`config.mk`:
```
export PLATFORM = sky130hd
export DESIGN_NAME = regstack_seq
export DESIGN_NICKNAME = d
export VERILOG_FILES = /design/src/rtl/regstack_seq.sv
export SDC_FILE = /design/constraint.sdc
export NUM_CORES = 1
export LEC_CHECK = 0
export BUFFER_PORTS_ARGS = -buffer_cell sky130_fd_sc_hd__clkbuf_2
export CORE_UTILIZATION = 46
export CTS_CLUSTER_SIZE = 30
export DETAILED_ROUTE_END_ITERATION = 12
export HOLD_SLACK_MARGIN = 0.15
export PLACE_DENSITY = 0.78
export SLEW_MARGIN = 20
export SYNTH_ARGS = -nofsm -noshare
export SYNTH_HDL_FRONTEND = slang
export SYNTH_SLANG_ARGS = --single-unit
```
`constraint.sdc`:
```
create_clock -name clk -period 3.4 [get_ports clk]
set_clock_uncertainty 0.1 [all_clocks]
set_input_delay 0.34 -clock clk [delete_from_list [all_inputs] [get_ports clk]]
set_output_delay 0.34 -clock clk [all_outputs]
set_load 0.05 [all_outputs]
```
`src/rtl/regstack_seq.sv`:
```
module regstack_seq #(
  parameter int NREG = 16,
  parameter int DW   = 32,
  parameter int AW   = 32,
  parameter int STEP = 4
) (
  input  logic                    clk,
  input  logic                    rst_n,
  input  logic                    start_i,
  input  logic                    dir_pop_i,
  input  logic [NREG-1:0]         mask_i,
  input  logic [AW-1:0]           sp_i,
  output logic                    busy_o,
  output logic                    done_o,
  output logic [$clog2(NREG)-1:0] rf_idx_o,
  output logic                    rf_rd_en_o,
  input  logic [DW-1:0]           rf_rdata_i,
  output logic                    rf_we_o,
  output logic [DW-1:0]           rf_wdata_o,
  output logic                    mem_req_o,
  output logic                    mem_we_o,
  output logic [AW-1:0]           mem_addr_o,
  output logic [DW-1:0]           mem_wdata_o,
  input  logic [DW-1:0]           mem_rdata_i,
  input  logic                    mem_ready_i,
  output logic                    sp_we_o,
  output logic [AW-1:0]           sp_wdata_o
);
  localparam int IW = $clog2(NREG);

  typedef enum logic [1:0] {S_IDLE, S_RUN, S_FIN} state_t;

  state_t          state;
  logic [NREG-1:0] pend;
  logic            pop_r;
  logic [AW-1:0]   sp_r;
  logic [IW-1:0]   lo_idx, hi_idx, cur;
  logic [NREG-1:0] pend_nx;
  logic            run, step;

  always_comb begin
    lo_idx = '0;
    hi_idx = '0;
    for (int i = NREG-1; i >= 0; i--)
      if (pend[i]) lo_idx = IW'(i);
    for (int i = 0; i < NREG; i++)
      if (pend[i]) hi_idx = IW'(i);
  end

  assign cur     = pop_r ? hi_idx : lo_idx;
  assign pend_nx = pend & ~(NREG'(1) << cur);
  assign run     = (state == S_RUN);
  assign step    = run && mem_ready_i;

  always_ff @(posedge clk or negedge rst_n) begin
    if (!rst_n) begin
      state <= S_IDLE;
      pend  <= '0;
      pop_r <= 1'b0;
      sp_r  <= '0;
    end else begin
      case (state)
        S_IDLE: if (start_i) begin
          pend  <= mask_i;
          pop_r <= dir_pop_i;
          sp_r  <= sp_i;
          state <= (mask_i == '0) ? S_FIN : S_RUN;
        end
        S_RUN: if (step) begin
          pend  <= pend_nx;
          sp_r  <= pop_r ? sp_r + AW'(STEP) : sp_r - AW'(STEP);
          if (pend_nx == '0) state <= S_FIN;
        end
        default: state <= S_IDLE;
      endcase
    end
  end

  assign busy_o      = (state != S_IDLE);
  assign done_o      = (state == S_FIN);
  assign rf_idx_o    = cur;
  assign rf_rd_en_o  = run && !pop_r;
  assign rf_we_o     = step && pop_r;
  assign rf_wdata_o  = mem_rdata_i;
  assign mem_req_o   = run;
  assign mem_we_o    = run && !pop_r;
  assign mem_addr_o  = pop_r ? sp_r : sp_r - AW'(STEP);
  assign mem_wdata_o = rf_rdata_i;
  assign sp_we_o     = done_o;
  assign sp_wdata_o  = sp_r;
endmodule


```
After elaboration in Yosys (flattened, before gate mapping):

Index checks and enable logic that the tools add are counted.

* register bits after elaboration: 51
* output and inout port bits: 139

* bitwise logic cells: 2
* shifts and indexed selects: 1
* equal/unequal tests: 5
* muxes and demuxes: 45
* reductions and logical operators: 12
* add/subtract/negate cells: 2

Operators by type and width (number)
* 32-bit 2-to-1 mux: 4
* 4-bit 2-to-1 mux: 31
* 32-bit case mux with 2 select lines: 1
* 32-bit by 3-bit adder with 32-bit output (second input constant): 1
* 16-bit logical NOT: 2
* 16-bit 2-to-1 mux: 2
* 16-bit case mux with 2 select lines: 1
* 32-bit by 3-bit subtractor with 32-bit output (second input constant): 1
* 16-bit AND: 1
* 16-bit inverter: 1
* 1-bit by 4-bit << shifter with 16-bit output (first input constant): 1
* 2-bit 2-to-1 mux: 4
* 3-bit AND reduction: 2
* 2-bit by 1-bit inequality test with 1-bit output (second input constant): 2
* 2-bit case mux with 2 select lines: 1
* 2-bit nonzero test: 2
* 1-bit logical AND: 3
* 2-bit by 1-bit equality test with 1-bit output (second input constant): 1
* 2-bit equality test (second input constant): 1
* 2-bit logical NOT: 1
* 2-bit inequality test (second input constant): 1
* 2-bit AND reduction: 1
* 1-bit logical NOT: 1
* 1-bit 2-to-1 mux: 1

Depth between registers and ports, before layout:

Gate-level depths: netlist of the first run.

* depth in word-level cells: 24
* gate-level depth with buffers: 11
* depth with buffers taken out: 10

Worst setup path after synthesis of the first run:

OpenSTA, ideal clock, no wires.

* kind: register to output
* start point: register sp_r[2] (netlist: sp_wdata_o[2])
* end point: output mem_addr_o[22]
* arrival time: 3364 ps
* path buffers: 1
* cell stages (with the launch flop): 10
* setup slack: -404 ps
* cell sequence: dfrtp_1 > inv_1 > ha_1 > or4b_4 > or3_1 > buf_6 > nor2_1 > nand2_1 > or3_1 > xnor2_1

* cells in the longest elaborated chain, start to end: 2

RTL lines
* start: declaration: RTL line 36 `logic [AW-1:0] sp_r;`
* start signal: assignment: RTL line 66 `sp_r <= sp_i;`
* start signal: assignment: RTL line 71 `sp_r <= pop_r ? sp_r + AW'(STEP) : sp_r - AW'(STEP);`
* 32-bit by 3-bit subtractor with 32-bit output: RTL line 87 `assign mem_addr_o = pop_r ? sp_r : sp_r - AW'(STEP);`
* 32-bit 2-to-1 mux: RTL line 87
* end: declaration: RTL line 22 `output logic [AW-1:0] mem_addr_o,`

Every way passes these cells.

Final worst setup path of the first run:

* start point: register sp_r[2] (netlist: sp_wdata_o[2])
* end point: output mem_addr_o[12]

The elaborated chain is that of the path after synthesis.

==> summary.txt, run 1 <==
# diodes - 0
Detailed Place HPWL - 10500 µm
Crit path kind - reg2out
Register area share after synthesis - 27.2%
Min-Delay Endpoint - pend[1]$_DFFE_PN0P_
Fin crit share - 97.6%
Clk_lat worst skew - 320 ps
Avg Synthesized Cell Area - 7.41 µm²
Hold Path Class - in2reg
Buffers added on ports - 127
DR vias - 5049
Largest net degree at the start of global routing - 31
Flop pwr share - 20.8%
GP Congestion - 0.937
Post-route ant nets - 0
Post-Layout Cell Count - 833
Layout cell share with drive strength beyond 1 - 29.0%
Max-slew violations - 0
Residual DRC - 0
Gr usage total - 28.0%
CP startpoint - sp_wdata_o[2]$_DFFE_PN0P_
Grt ovf - 0
Number of synthesis warnings - 0
DRT Wirelength - 14500 µm
Worst r2r dst - state[0]$_DFFE_PN0P_
Max-slew headroom - 42.2%
# IOs - 256
EDFF count, synth - 0
Total power - 6.88 mW
Syn nets - 755
Max-Cap Viols - 0
TritonCTS Sinks - 51
Worst Max-Slew Pin Slew - 867 ps
CP Capture Type - primary output
First-pass DRT Iterations - 5
Comb pwr share - 73.0%
CTS tree - built
CTS Buf Count - 5
Wire per inst - 17.5 µm
Fmax - 301 MHz
Clock transition at path regs - 90 ps
Peak VDD IR - 0.000919 V
Worst r2r src - pop_r$_DFFE_PN0P_
Row count - 36
Crit path time final - 3320 ps
Initial Util - 47.8%
Core Area - 9820 µm²
Die area - 10600 µm²
Post-Syn Instances - 634
Unique masters post-synth - 66
Switching power - 4.30 mW
Clk root buf - clkbuf_8
Crit path arrival time - 2880 ps
Main flop type after synthesis - dfrtp_1
Internal - 2.58 mW
Leak - 2.50 nW
Outcome - completed
Die Y - 103 µm
Final setup fails - 0
Starting DRT DRC Count - 249
Hold path depth - 3
Worst-case clock buffer depth - 2
Fin nets - 821
Sw Share - 62.5%
Final hold viol count - 0
Worst-path fanout max - 5
Pwr/cell area - 1270 nW/µm²
Async SR Flop Fraction - 100%
Die width - 103 µm
Initial antenna violation count - 0
RSZ-0062 raised after global routing - yes
CP Launch Type - flip-flop
Cell area after synthesis - 4700 µm²
DP Cell Count - 806
Via density - 6.06
First-pass GRT wire length - 23200 µm
Critical Path RT - 2960 ps
Vias in the first global route - 4827
Area Overhead vs Synth - 15.6%
Register-to-Register Path Depth - 9
Hold Path Origin - mask_i[1]
Reg2Reg Setup Slack - 390 ps
Seq cells post-synth - 51
H-tree levels - 2
Clock Power Share - 6.2%
==> Yosys cell counts (4+ instances only) <==
cell,count,share of area (%)
or3_1,10,1.3
o21ai_0,44,4.7
and3_1,11,1.5
xor2_1,11,2.1
dfrtp_1,51,27
nand2_1,74,5.9
nor3_1,12,1.3
nand2b_1,5,0.67
a21oi_1,57,6.1
nor2_1,61,4.9
clkbuf_1,38,3.0
and2_1,5,0.67
a31oi_1,12,1.6
nand4_1,5,0.67
nor4_1,13,1.7
buf_4,68,11
a22oi_1,4,0.64
a22o_1,11,2.1
nand3_1,17,1.8
inv_1,18,1.4
ha_1,4,1.1
and4_1,4,0.75
xnor2_1,14,2.6
o22ai_1,15,2.0
==> metal layers <==
metal  global-route usage (%)  wire length [µm]  share of wire (%)  vias up
met3                     4.75              1130                7.7       66
met1                     34.1              5890                 41     2397
met5                        0                 0                  0        -
li1                         -                 -                  -     2331
met4                     16.3               588                4.0        0
met2                     46.8              6940                 48      255
==> worst max-delay path by stage <==
| stage | cells past startpoint | slack [ps] | end |
|---|---|---|---|
| finish | 9 | 80 | mem_addr_o[12] |
| global route | 9 | -40 | mem_addr_o[30] |
| CTS | 9 | -2 | mem_addr_o[30] |
| detailed placement | 9 | 50 | mem_addr_o[14] |
| global placement | 9 | 150 | mem_addr_o[14] |
| floorplan | 9 | -50 | mem_addr_o[30] |
==> through the flow <==
step                      util, %  instance area (µm²)  hold WS (ps)  worst slack [ps]  setup TNS, ps
after floorplan                 -                 4760         -55.6             -54.6          -54.6
after global placement       51.6                 5070           291               154              0
after detailed placement     51.6                 5070           300              52.4              0
after CTS                    54.7                 5380           154             -2.19          -2.19
after global routing         55.3                 5430           163             -36.2          -67.1
final                        55.3                 5430           161              80.4              0
==> layout by cell type (no fill, tap or decap), drive strengths merged, types with 17 or more instances in the layout <==
cell type,n
inv,18
nand2,75
clkbuf,130
nor4,17
dfrtp,51
nand3,18
a21oi,57
o21ai,44
nor2,61
buf,37
==> repair_timing <==
action	CTS	global route
endpoints found under the hold margin	30	0
pin swaps	4	3
setup endpoints to repair	10	10
hold buffers	9	0
buffers inserted	8	3
resized for setup	15	12
==> critical path, stage by stage (launching register included) <==
cell and delay (ps):
dfrtp_2 420, inv_2 80, ha_4 130, or4b_4 450, or3_4 390, or2_2 360, nor4_4 210, buf_4 190
xor2_2 140, clkbuf_8 200
==> sequential cells by signal, indices dropped and copies added, names as in the netlist <==
| register | cells |
|---|---|
| pend | 16 |
| sp_wdata_o | 32 |
| state | 2 |
| pop_r | 1 |
==> power by group through the flow <==
stage | Clock [mW] | Sequential, mW | Combinational (mW)
global route | 0.461 | 1.48 | 5.41
floorplan | 0 | 1.82 | 3.39
finish | 0.430 | 1.43 | 5.02
detailed placement | 0 | 1.41 | 4.83
global placement | 0 | 1.38 | 4.77
CTS | 0.436 | 1.39 | 4.95
==> cell type report <==
class	instances	area [µm²]
Fill cell	929	4390
Tap cell	133	166
Multi-Input combinational cell	454	2790
Sequential cell	51	1280
Clock buffer	6	72.6
Inverter	18	67.6
Timing Repair Buffer	170	1030
Clock inverter	1	30.0
==> logic make-up after synthesis <==
logic type / after synthesis / share of synthesized area (%)
AO/OA/AOI/OAI: 179 / 23.6
AND/OR/NAND/NOR: 242 / 26.5
buffers and inverters: 129 / 16.1
XOR/XNOR: 25 / 4.66
multiplexers: 3 / 0.639
adder cells (fa/ha/maj): 5 / 1.28
flip-flops: 51 / 27.2
Note: power is estimated with default switching activity, not from simulation.
==> run 2: changes to the inputs <==
--- a/config.mk
+++ b/config.mk
@@ -6,11 +6,13 @@
 export NUM_CORES = 1
 export LEC_CHECK = 0
 export BUFFER_PORTS_ARGS = -buffer_cell sky130_fd_sc_hd__clkbuf_2
-export CORE_UTILIZATION = 46
+export CELL_PAD_IN_SITES_DETAIL_PLACEMENT = 2
+export CELL_PAD_IN_SITES_GLOBAL_PLACEMENT = 2
+export CORE_UTILIZATION = 23
 export CTS_CLUSTER_SIZE = 30
 export DETAILED_ROUTE_END_ITERATION = 12
 export HOLD_SLACK_MARGIN = 0.15
-export PLACE_DENSITY = 0.78
+export PLACE_DENSITY = 0.76
 export SLEW_MARGIN = 20
 export SYNTH_ARGS = -nofsm -noshare
 export SYNTH_HDL_FRONTEND = slang
==> run 2 against run 1 <==
The run now ends with negative setup slack left. Final area grew 5.4%. Maximum frequency down 2.8%. Final cell count up 17%. Flip-flop and latch count unchanged. First-iteration DRC count decreased by 27%. Worst setup slack worse by 96 ps. Sequential power decreased by 3%. Utilization fell by 26 points. Critical path type unchanged. Largest cell class unchanged.
==> summary.txt, run 2 (synthesis gave the netlist of run 1 again) <==
Outcome - finished, violations left
Violated checks - negative setup slack
Grt ovf - 0
Wire per inst - 19.7 µm
Die Y - 145 µm
First-pass DRT Iterations - 4
Initial Util - 23.8%
H-tree levels - 2
Commonest non-fill, non-tap cell in the layout - clkbuf_2
Pre-CTS setup slack - 94.7 ps
Fin crit share - 100%
Clk_lat worst skew - 310 ps
Fin nets - 829
Max reg flops - 32
Detailed Place HPWL - 14200 µm
Max-slew headroom - 43.6%
Layout cell share with drive strength beyond 1 - 30.3%
# diodes - 0
CTS tree - built
Max layer used - met4
Fill count - 2324
Clock transition at path regs - 80 ps
Final hold viol count - 0
# IOs - 256
Clk root buf - clkbuf_16
Hold Path Origin - mask_i[2]
Largest net degree at the start of global routing - 41
CP startpoint - sp_wdata_o[2]$_DFFE_PN0P_
Worst Max-Slew Pin Slew - 846 ps
Worst r2r dst - state[0]$_DFFE_PN0P_
DR vias - 5042
Flop pwr share - 19.1%
Worst-case clock buffer depth - 2
Worst r2r src - pop_r$_DFFE_PN0P_
Die width - 145 µm
Residual DRC - 0
Final setup fails - 1
CP Capture Type - primary output
CTS Buf Count - 5
Most frequent cells in the layout - clkbuf_2, nand2_1, nor2_1
Critical Path RT - 2960 ps
DRT Wirelength - 19200 µm
Post-Layout Cell Count - 974
Initial antenna violation count - 0
Crit path time final - 3420 ps
Core Area - 19700 µm²
CP Launch Type - flip-flop
Clock Power Share - 7.5%
Crit path setup slack, layout - -15.8 ps
Setup tns final - -15.8 ps
Sw Share - 62.4%
Register-to-Register Path Depth - 9
Max-Cap Viols - 0
Gr usage total - 18.1%
Via density - 5.18
Switching power - 4.56 mW
Total power - 7.31 mW
Peak VDD IR - 0.000700 V
Buffers added on ports - 127
Hold path depth - 2
Fmax - 293 MHz
Vias in the first global route - 5277
Routed length on met1 - 8530 µm
Post-route ant nets - 0
DP Cell Count - 950
Min Hold Slack - 169 ps
Max-slew violations - 0
Starting DRT DRC Count - 181
GP Congestion - 0.826
Crit path kind - reg2out
Met2 wire len - 9730 µm
RSZ-0062 raised after global routing - yes
Pwr/cell area - 1280 nW/µm²
Worst-path fanout max - 4
Leak - 2.58 nW
Row count - 51
WL met3 - 761 µm
Hold Path Class - in2reg
First-pass GRT wire length - 30100 µm
Min-Delay Endpoint - pend[2]$_DFFE_PN0P_
Comb pwr share - 73.4%
Reg2Reg Setup Slack - 320 ps
Crit path arrival time - 2980 ps
TritonCTS Sinks - 51
Area Overhead vs Synth - 21.9%
Die area - 21000 µm²
Internal - 2.74 mW
==> run 2: power by group through the flow <==
stage / registers, mW / logic [mW] / clock network (mW)
floorplan: 1.82 / 3.39 / 0
global placement: 1.37 / 5.15 / 0
detailed placement: 1.39 / 5.24 / 0
CTS: 1.38 / 5.35 / 0.573
global route: 1.45 / 5.72 / 0.582
finish: 1.39 / 5.36 / 0.551
==> run 2: metrics by stage <==
| step | cell area, µm² | utilization (%) |
|---|---|---|
| 5_1_grt | 5730 | 29.0 |
| 4_1_cts | 5680 | 28.8 |
| 2_1_floorplan | 4760 | - |
| 3_3_place_gp | 5380 | 27.3 |
| 3_5_place_dp | 5380 | 27.3 |
| 6_report | 5730 | 29.0 |
==> run 2: routing by layer <==
metal  global-route usage, %  up-vias
met2                    32.7      112
met5                       0        -
li1                        -     2344
met3                    2.80       16
met4                    3.62        0
met1                    22.7     2570
==> run 2: worst max-delay path, stage by stage (launching register included) <==
cell and delay [ps]:
dfrtp_2 430, inv_2 90, ha_4 130, or4b_4 460, or3_4 390, nor4b_4 400, nand2_2 160, nor3_4 240
xor2_2 200, buf_12 160
==> run 2: worst max path at each step <==
stage / endpoint / slack [ps] / cells past startpoint
6_report: mem_addr_o[30] / -20 / 9
5_1_grt: mem_addr_o[30] / -70 / 9
4_1_cts: mem_addr_o[12] / -60 / 9
3_5_place_dp: mem_addr_o[12] / 90 / 9
3_3_place_gp: mem_addr_o[12] / 180 / 9
2_1_floorplan: mem_addr_o[30] / -50 / 9
==> run 2: final cells by class <==
cell class                 instances  area, µm²  share of cell area, %
clock buffer                       6        129                   2.25
inverter                          18       67.6                   1.18
multi-input combinational        454       2790                   48.8
timing repair buffer             178       1110                   19.5
sequential                        51       1280                   22.3
tap                              265        332                   5.79
clock inverter                     2       12.5                  0.219
==> run 2: repair_timing <==
item / CTS / global route
hold buffers: 5 / 0
setup endpoints to repair: 10 / 10
setup buffers: 8 / 3
pin swaps: 7 / 5
endpoints found under the hold margin: 21 / 0
gates resized for setup: 12 / 4
